File: src/rtl/pio_pkg.sv
package pio_pkg;
  localparam int unsigned PIO_W = 8;

  typedef enum logic [1:0] {
    REG_DIR   = 2'd0,
    REG_LEVEL = 2'd1,
    REG_IEN   = 2'd2,
    REG_CTRL  = 2'd3
  } pio_reg_e;

  localparam int unsigned CTL_LATCH  = 0;
  localparam int unsigned CTL_MDM_HI = 1;
  localparam int unsigned CTL_MDM_LO = 2;
  localparam int unsigned CTL_SRST   = 3;
  localparam int unsigned CTL_W      = 3;
endpackage

File: src/rtl/pio_sync.sv
module pio_sync #(
  parameter int unsigned W      = 8,
  parameter int unsigned STAGES = 2
) (
  input  logic         clk_i,
  input  logic         rst_ni,
  input  logic [W-1:0] d_i,
  output logic [W-1:0] q_o
);
  logic [STAGES-1:0][W-1:0] stg_q;

  always_ff @(posedge clk_i or negedge rst_ni) begin
    if (!rst_ni) stg_q[0] <= '0;
    else         stg_q[0] <= d_i;
  end

  for (genvar s = 1; s < STAGES; s++) begin : g_stg
    always_ff @(posedge clk_i or negedge rst_ni) begin
      if (!rst_ni) stg_q[s] <= '0;
      else         stg_q[s] <= stg_q[s-1];
    end
  end

  assign q_o = stg_q[STAGES-1];
endmodule

File: src/rtl/pio_regs.sv
module pio_regs
  import pio_pkg::*;
#(
  parameter int unsigned W = 8
) (
  input  logic              clk_i,
  input  logic              rst_ni,
  input  logic              wr_en_i,
  input  logic [1:0]        addr_i,
  input  logic [W-1:0]      wdata_i,
  output logic [W-1:0]      dir_o,
  output logic [W-1:0]      out_o,
  output logic [W-1:0]      ien_o,
  output logic [CTL_W-1:0]  ctrl_o,
  output logic              srst_o
);
  logic [W-1:0]     dir_q, out_q, ien_q;
  logic [CTL_W-1:0] ctrl_q;
  logic             srst_q;

  always_ff @(posedge clk_i or negedge rst_ni) begin
    if (!rst_ni) begin
      dir_q  <= '0;
      out_q  <= '0;
      ien_q  <= '0;
      ctrl_q <= '0;
      srst_q <= 1'b0;
    end else if (srst_q) begin
      // software reset pulse wins over any write in the same cycle
      dir_q  <= '0;
      out_q  <= '0;
      ien_q  <= '0;
      ctrl_q <= '0;
      srst_q <= 1'b0;
    end else begin
      srst_q <= 1'b0;
      if (wr_en_i) begin
        unique case (pio_reg_e'(addr_i))
          REG_DIR:   dir_q <= wdata_i;
          REG_LEVEL: out_q <= wdata_i;
          REG_IEN:   ien_q <= wdata_i;
          REG_CTRL: begin
            ctrl_q <= wdata_i[CTL_W-1:0];
            srst_q <= wdata_i[CTL_SRST];
          end
          default: ;
        endcase
      end
    end
  end

  assign dir_o  = dir_q;
  assign out_o  = out_q;
  assign ien_o  = ien_q;
  assign ctrl_o = ctrl_q;
  assign srst_o = srst_q;
endmodule

File: src/rtl/pio_chg.sv
module pio_chg #(
  parameter int unsigned W = 8
) (
  input  logic         clk_i,
  input  logic         rst_ni,
  input  logic         clr_i,
  input  logic [W-1:0] sync_i,
  input  logic [W-1:0] armed_i,
  input  logic         latch_i,
  input  logic         take_ref_i,
  output logic [W-1:0] pend_o,
  output logic [W-1:0] held_o,
  output logic [W-1:0] cap_o
);
  logic [W-1:0] ref_q, pend_q, cap_q;
  logic [W-1:0] diff, fresh;

  assign diff  = (sync_i ^ ref_q) & armed_i;
  assign fresh = diff & ~pend_q;

  always_ff @(posedge clk_i or negedge rst_ni) begin
    if (!rst_ni) begin
      ref_q  <= '0;
      pend_q <= '0;
      cap_q  <= '0;
    end else if (clr_i) begin
      ref_q  <= '0;
      pend_q <= '0;
      cap_q  <= '0;
    end else begin
      // unarmed pins track the pin so arming never fires on stale history
      ref_q <= take_ref_i ? sync_i : ((ref_q & armed_i) | (sync_i & ~armed_i));
      if (take_ref_i || !latch_i) pend_q <= '0;
      else                        pend_q <= (pend_q | diff) & armed_i;
      if (latch_i && !take_ref_i) cap_q <= (cap_q & ~fresh) | (sync_i & fresh);
    end
  end

  assign held_o = latch_i ? (pend_q & armed_i) : '0;
  assign pend_o = latch_i ? (pend_q & armed_i) : diff;
  assign cap_o  = cap_q;
endmodule

File: src/rtl/pio_port.sv
module pio_port
  import pio_pkg::*;
#(
  parameter int unsigned W = PIO_W
) (
  input  logic         clk_i,
  input  logic         rst_ni,
  input  logic         wr_en_i,
  input  logic         rd_en_i,
  input  logic [1:0]   addr_i,
  input  logic [W-1:0] wdata_i,
  output logic [W-1:0] rdata_o,
  input  logic [W-1:0] pin_i,
  output logic [W-1:0] pin_o,
  output logic [W-1:0] pin_oe_o,
  output logic         irq_o,
  output logic         soft_rst_o,
  output logic         mdm_hi_en_o,
  output logic         mdm_lo_en_o,
  input  logic [W-1:0] mdm_drv_i,
  output logic [W-1:0] mdm_sense_o
);
  localparam int unsigned NIB = W / 2;

  logic [W-1:0]     dir_q, out_q, ien_q, sync_q;
  logic [CTL_W-1:0] ctrl_q;
  logic             srst_q;
  logic [W-1:0]     mdm_mask, armed, pend, held, cap, level_rd;
  logic             take_ref;

  pio_regs #(.W(W)) u_regs (
    .clk_i, .rst_ni, .wr_en_i, .addr_i, .wdata_i,
    .dir_o(dir_q), .out_o(out_q), .ien_o(ien_q), .ctrl_o(ctrl_q), .srst_o(srst_q)
  );

  pio_sync #(.W(W), .STAGES(2)) u_sync (
    .clk_i, .rst_ni, .d_i(pin_i), .q_o(sync_q)
  );

  assign mdm_mask = {{(W-NIB){ctrl_q[CTL_MDM_HI]}}, {NIB{ctrl_q[CTL_MDM_LO]}}};
  assign armed    = ien_q & ~dir_q & ~mdm_mask;
  assign take_ref = rd_en_i && (pio_reg_e'(addr_i) == REG_LEVEL);

  pio_chg #(.W(W)) u_chg (
    .clk_i, .rst_ni, .clr_i(srst_q), .sync_i(sync_q), .armed_i(armed),
    .latch_i(ctrl_q[CTL_LATCH]), .take_ref_i(take_ref),
    .pend_o(pend), .held_o(held), .cap_o(cap)
  );

  assign level_rd = (sync_q & ~held) | (cap & held);

  always_comb begin
    unique case (pio_reg_e'(addr_i))
      REG_DIR:   rdata_o = dir_q;
      REG_LEVEL: rdata_o = level_rd;
      REG_IEN:   rdata_o = ien_q;
      REG_CTRL:  rdata_o = {{(W-CTL_W){1'b0}}, ctrl_q};
      default:   rdata_o = '0;
    endcase
  end

  assign pin_oe_o    = dir_q;
  assign pin_o       = (out_q & ~mdm_mask) | (mdm_drv_i & mdm_mask);
  assign irq_o       = |pend;
  assign soft_rst_o  = srst_q;
  assign mdm_hi_en_o = ctrl_q[CTL_MDM_HI];
  assign mdm_lo_en_o = ctrl_q[CTL_MDM_LO];
  assign mdm_sense_o = sync_q & mdm_mask;
endmodule

File: config.mk
export PLATFORM = sky130hd
export DESIGN_NAME = pio_port
export DESIGN_NICKNAME = d
export VERILOG_FILES = /design/src/rtl/pio_pkg.sv /design/src/rtl/pio_sync.sv /design/src/rtl/pio_regs.sv /design/src/rtl/pio_chg.sv /design/src/rtl/pio_port.sv
export SDC_FILE = /design/constraint.sdc
export NUM_CORES = 1
export LEC_CHECK = 0
export ABC_AREA = 1
export BUFFER_PORTS_ARGS = -buffer_cell sky130_fd_sc_hd__buf_2
export CORE_AREA = 2 2 87 89
export CTS_CLUSTER_DIAMETER = 120
export CTS_CLUSTER_SIZE = 12
export DETAILED_ROUTE_END_ITERATION = 12
export DIE_AREA = 0 0 89 91
export MAX_ROUTING_LAYER = met4
export PLACE_DENSITY_LB_ADDON = 0.1
export SLEW_MARGIN = 20
export SYNTH_ARGS = -nofsm -noshare
export SYNTH_HDL_FRONTEND = slang
export SYNTH_SLANG_ARGS = --single-unit
export TNS_END_PERCENT = 20
File: constraint.sdc
create_clock -name clk_i -period 1.4 [get_ports clk_i]
set_input_delay 0.28 -clock clk_i [delete_from_list [all_inputs] [get_ports clk_i]]
set_output_delay 0.28 -clock clk_i [all_outputs]
set_load 0.02 [all_outputs]
==> run metrics <==
status=finished with violations; violated checks=setup timing; Inserted Clock Buffers=9; peak supply drop=0.7600 mV; Int Power=4.232 mW; main combinational cell family by area after synthesis=simple AND/OR/NAND/NOR gates; Final Util=71.95%; P_sw=2.177 mW; Net Sw Frac=33.96%; Wirelength per Cell=14.26 um; routed vias=3,610; vias in the first global route=3,398; XOR/XNOR Fraction of Synth Area=0%; Hold Vio Cnt, Final=0; Max Root-Sink Buffers=2; row cnt=31; pwr dens=1248 mW/mm^2; Synth Flop Type=dfrtp_1; top post-synthesis cells by count=nand2_1, dfrtp_1, inv_1; nets=641; Avg Vias per Cell=5.049; Tot GR Track Use=26.87%; Area Growth Syn to Fin=49.78%; first-pass GRT wire length=15.78 mm; CTS H-tree depth=3; syn avg cell area=7.437 um^2; Adder-Cell Fraction of Synth Area=0%; drt first pass iters=5; DRT antenna net count=0; Slew headroom=74.00%; crit path kind=reg2out; biggest cell delay along the critical path=440 ps; Critical Path RT=1120 ps; Max Slew Vio Count=0; Ports=66; GPL Wtd Cong=0.9169; die width=89 um; synthesized area=0.003428 mm^2; cell taking the most area after synthesis=dfrtp_1; crit start category=flip-flop; worst path cell trace=buf_12 -> nor2_2 -> nand4_1 -> nand2_1 -> inv_1 -> nand2_1 -> nor2_1 -> nand2_2 -> buf_6; Clock transition at path regs=70 ps; hold slack=24.78 ps; Starting Density=48.04%; fraction of the mapped netlist area in simple logic gates=28.91%; Ys Warns=0; Design Area, Final=0.005135 mm^2; Synth Area in Compound Gates=12.19%; Layout Skew=11.01 ps; DP Area=0.004476 mm^2; Fmax=504.4 MHz; hpwl dp=7.066 mm; Worst-Skew Late Latency=350 ps; worst hold-check path type=in2reg; clk sinks=68; top cell type's share of synthesized area=49.64%; dpl cells=689; CP most frequent cell=nand2_1; antenna violations before repair=0; Final Cycle Share=141.6%; WP buf/inv=3; leak pwr=2.761 nW; CTS tree=done; crit end category=output port; Post-Layout Cell Count=715; Distinct cells, synth=24; Reg power frac=39.5%; DIE AREA=0.008099 mm^2; total length of routed wires=10.20 mm; syn nets=491; combinational power share=34.4%; synthesized flop and latch total=68; top cells by area, synth=dfrtp_1, nand2_1, inv_1, o21ai_0, nor2_1; Worst Path Arrival=1700 ps; share of layout cells above drive strength 1=36.85%; root buffer cell=clkbuf_8; ys async rst share=100.0%; Iter 0 DRT Violations=232; largest net degree at the start of global routing=69; DRC=0; fin worst setup slack=-582.4 ps; count leader, synth=nand2_1; antenna fix cells=0; highest fanout seen on the critical path=6; CP top delay family=simple AND/OR/NAND/NOR gates; Tmin final=1982 ps; Core Footprint=0.007137 mm^2; Worst-Margin Slew=388.5 ps; post-synthesis sequential area ratio=49.64%; GRT overflow=0; Worst path slowest cell=dfrtp_2; Post-synth EDFFs=0; Final setup viols=28; RSZ-0062 raised after global routing=yes; Die Ht=91 um; number of port buffers=65; Max-cap violations=0; clock power share=26.1%; Mapped Cells=461; mux cell area share after synthesis=0%
-- per-stage QoR --
step	setup slack (ps)	setup TNS, ps	power (mW)
6_report	-582.4	-8780	6.409
5_1_grt	-680.3	-10690	6.769
4_1_cts	-544.0	-8083	6.191
3_5_place_dp	-237.6	-1660	4.311
3_3_place_gp	-200.4	-1287	4.273
2_1_floorplan	-58.11	-586.8	3.507
-- cell usage in the layout (no fill, tap or decap), types with 7 or more instances in the layout --
cell type,Yosys,routed
nand2_1,150,139
buf_4,1,71
dfrtp_1,68,62
inv_1,66,60
buf_2,5,39
nor2_1,47,36
o21ai_0,43,33
buf_6,2,32
nand2_2,5,14
o21ai_1,7,11
nand3_1,18,11
clkbuf_8,0,11
a21oi_1,9,9
nor2_4,2,8
nand4_1,8,8
o21bai_1,8,8
inv_2,2,7
nand3_2,0,7
-- layer usage --
metal	global-route usage, %	up-vias	part of all wire (%)
met5	-	-	0
met4	12.31	0	4.0
met3	5.091	35	6.1
met2	40.30	149	47
met1	35.21	1679	43
li1	-	1747	-
-- worst register-to-register path, cell delays in order (launching register included) --
cell,delay [ps]
dfrtp_2,430
buf_12,150
inv_8,60
nand2_4,40
nor2_4,110
nand2_2,70
buf_4,140
o21bai_1,110
nand2_1,60
o21ai_1,120
-- kinds of logic after synthesis --
kind of cell	count (synthesis)
and+or+nand+nor	240
DFF	68
buffers and inverters	78
AOI/OAI and AO/OA	75
-- repair_timing --
| action | 4_1_cts | 5_1_grt |
|---|---|---|
| setup buffers | 5 | 4 |
| resized for setup | 50 | 68 |
| hold buffers | 1 | 0 |
| endpoints found under the setup margin | 45 | 41 |
| endpoints found under the hold margin | 68 | 0 |
| pin swaps | 13 | 27 |
-- final cells by class --
cell class | instances | area (um^2)
fill | 595 | 2002
sequential | 68 | 1709
multi-input combinational | 315 | 1618
timing repair buffer | 149 | 1219
inverter | 68 | 262.8
clock buffer | 12 | 155.1
tap | 99 | 123.9
clock inverter | 4 | 47.55
-- state kept, by name, summed over array words and instances (netlist names), 8 cells and up --
| name | count |
|---|---|
| u_regs.ien_o | 8 |
| u_sync.q_o | 8 |
| u_regs.dir_o | 8 |
| u_regs.out_o | 8 |
| u_chg.cap_o | 8 |
| u_sync.stg_q | 8 |
| u_chg.pend_q | 8 |
| u_chg.ref_q | 8 |
-- worst paths after layout --
path                                               from  slack [ps]                      endpoint  cells past startpoint
min in group asynchronous                        rst_ni         460   u_regs.out_o[7]$_DFFE_PN0P_                      3
max                        u_regs.ctrl_o[1]$_DFFE_PN0P_        -580                         irq_o                      9
max in group asynchronous                        rst_ni         580  u_regs.ctrl_o[1]$_DFFE_PN0P_                      3
min                                            pin_i[2]          20     u_sync.stg_q[2]$_DFF_PN0_                      1
min reg2reg                   u_sync.stg_q[2]$_DFF_PN0_         350       u_sync.q_o[2]$_DFF_PN0_                      0
max reg2reg                u_regs.ctrl_o[2]$_DFFE_PN0P_          30    u_chg.cap_o[1]$_DFFE_PN0P_                      9
-- power by group through the flow --
stage               clock network, mW  logic (mW)  registers (mW)
floorplan                           0       0.977            2.53
global placement                    0        1.73            2.55
detailed placement                  0        1.76            2.55
CTS                              1.70        1.98            2.51
global route                     1.78        2.42            2.57
finish                           1.67        2.21            2.53
No activity file was read; power rests on OpenSTA's default activity.
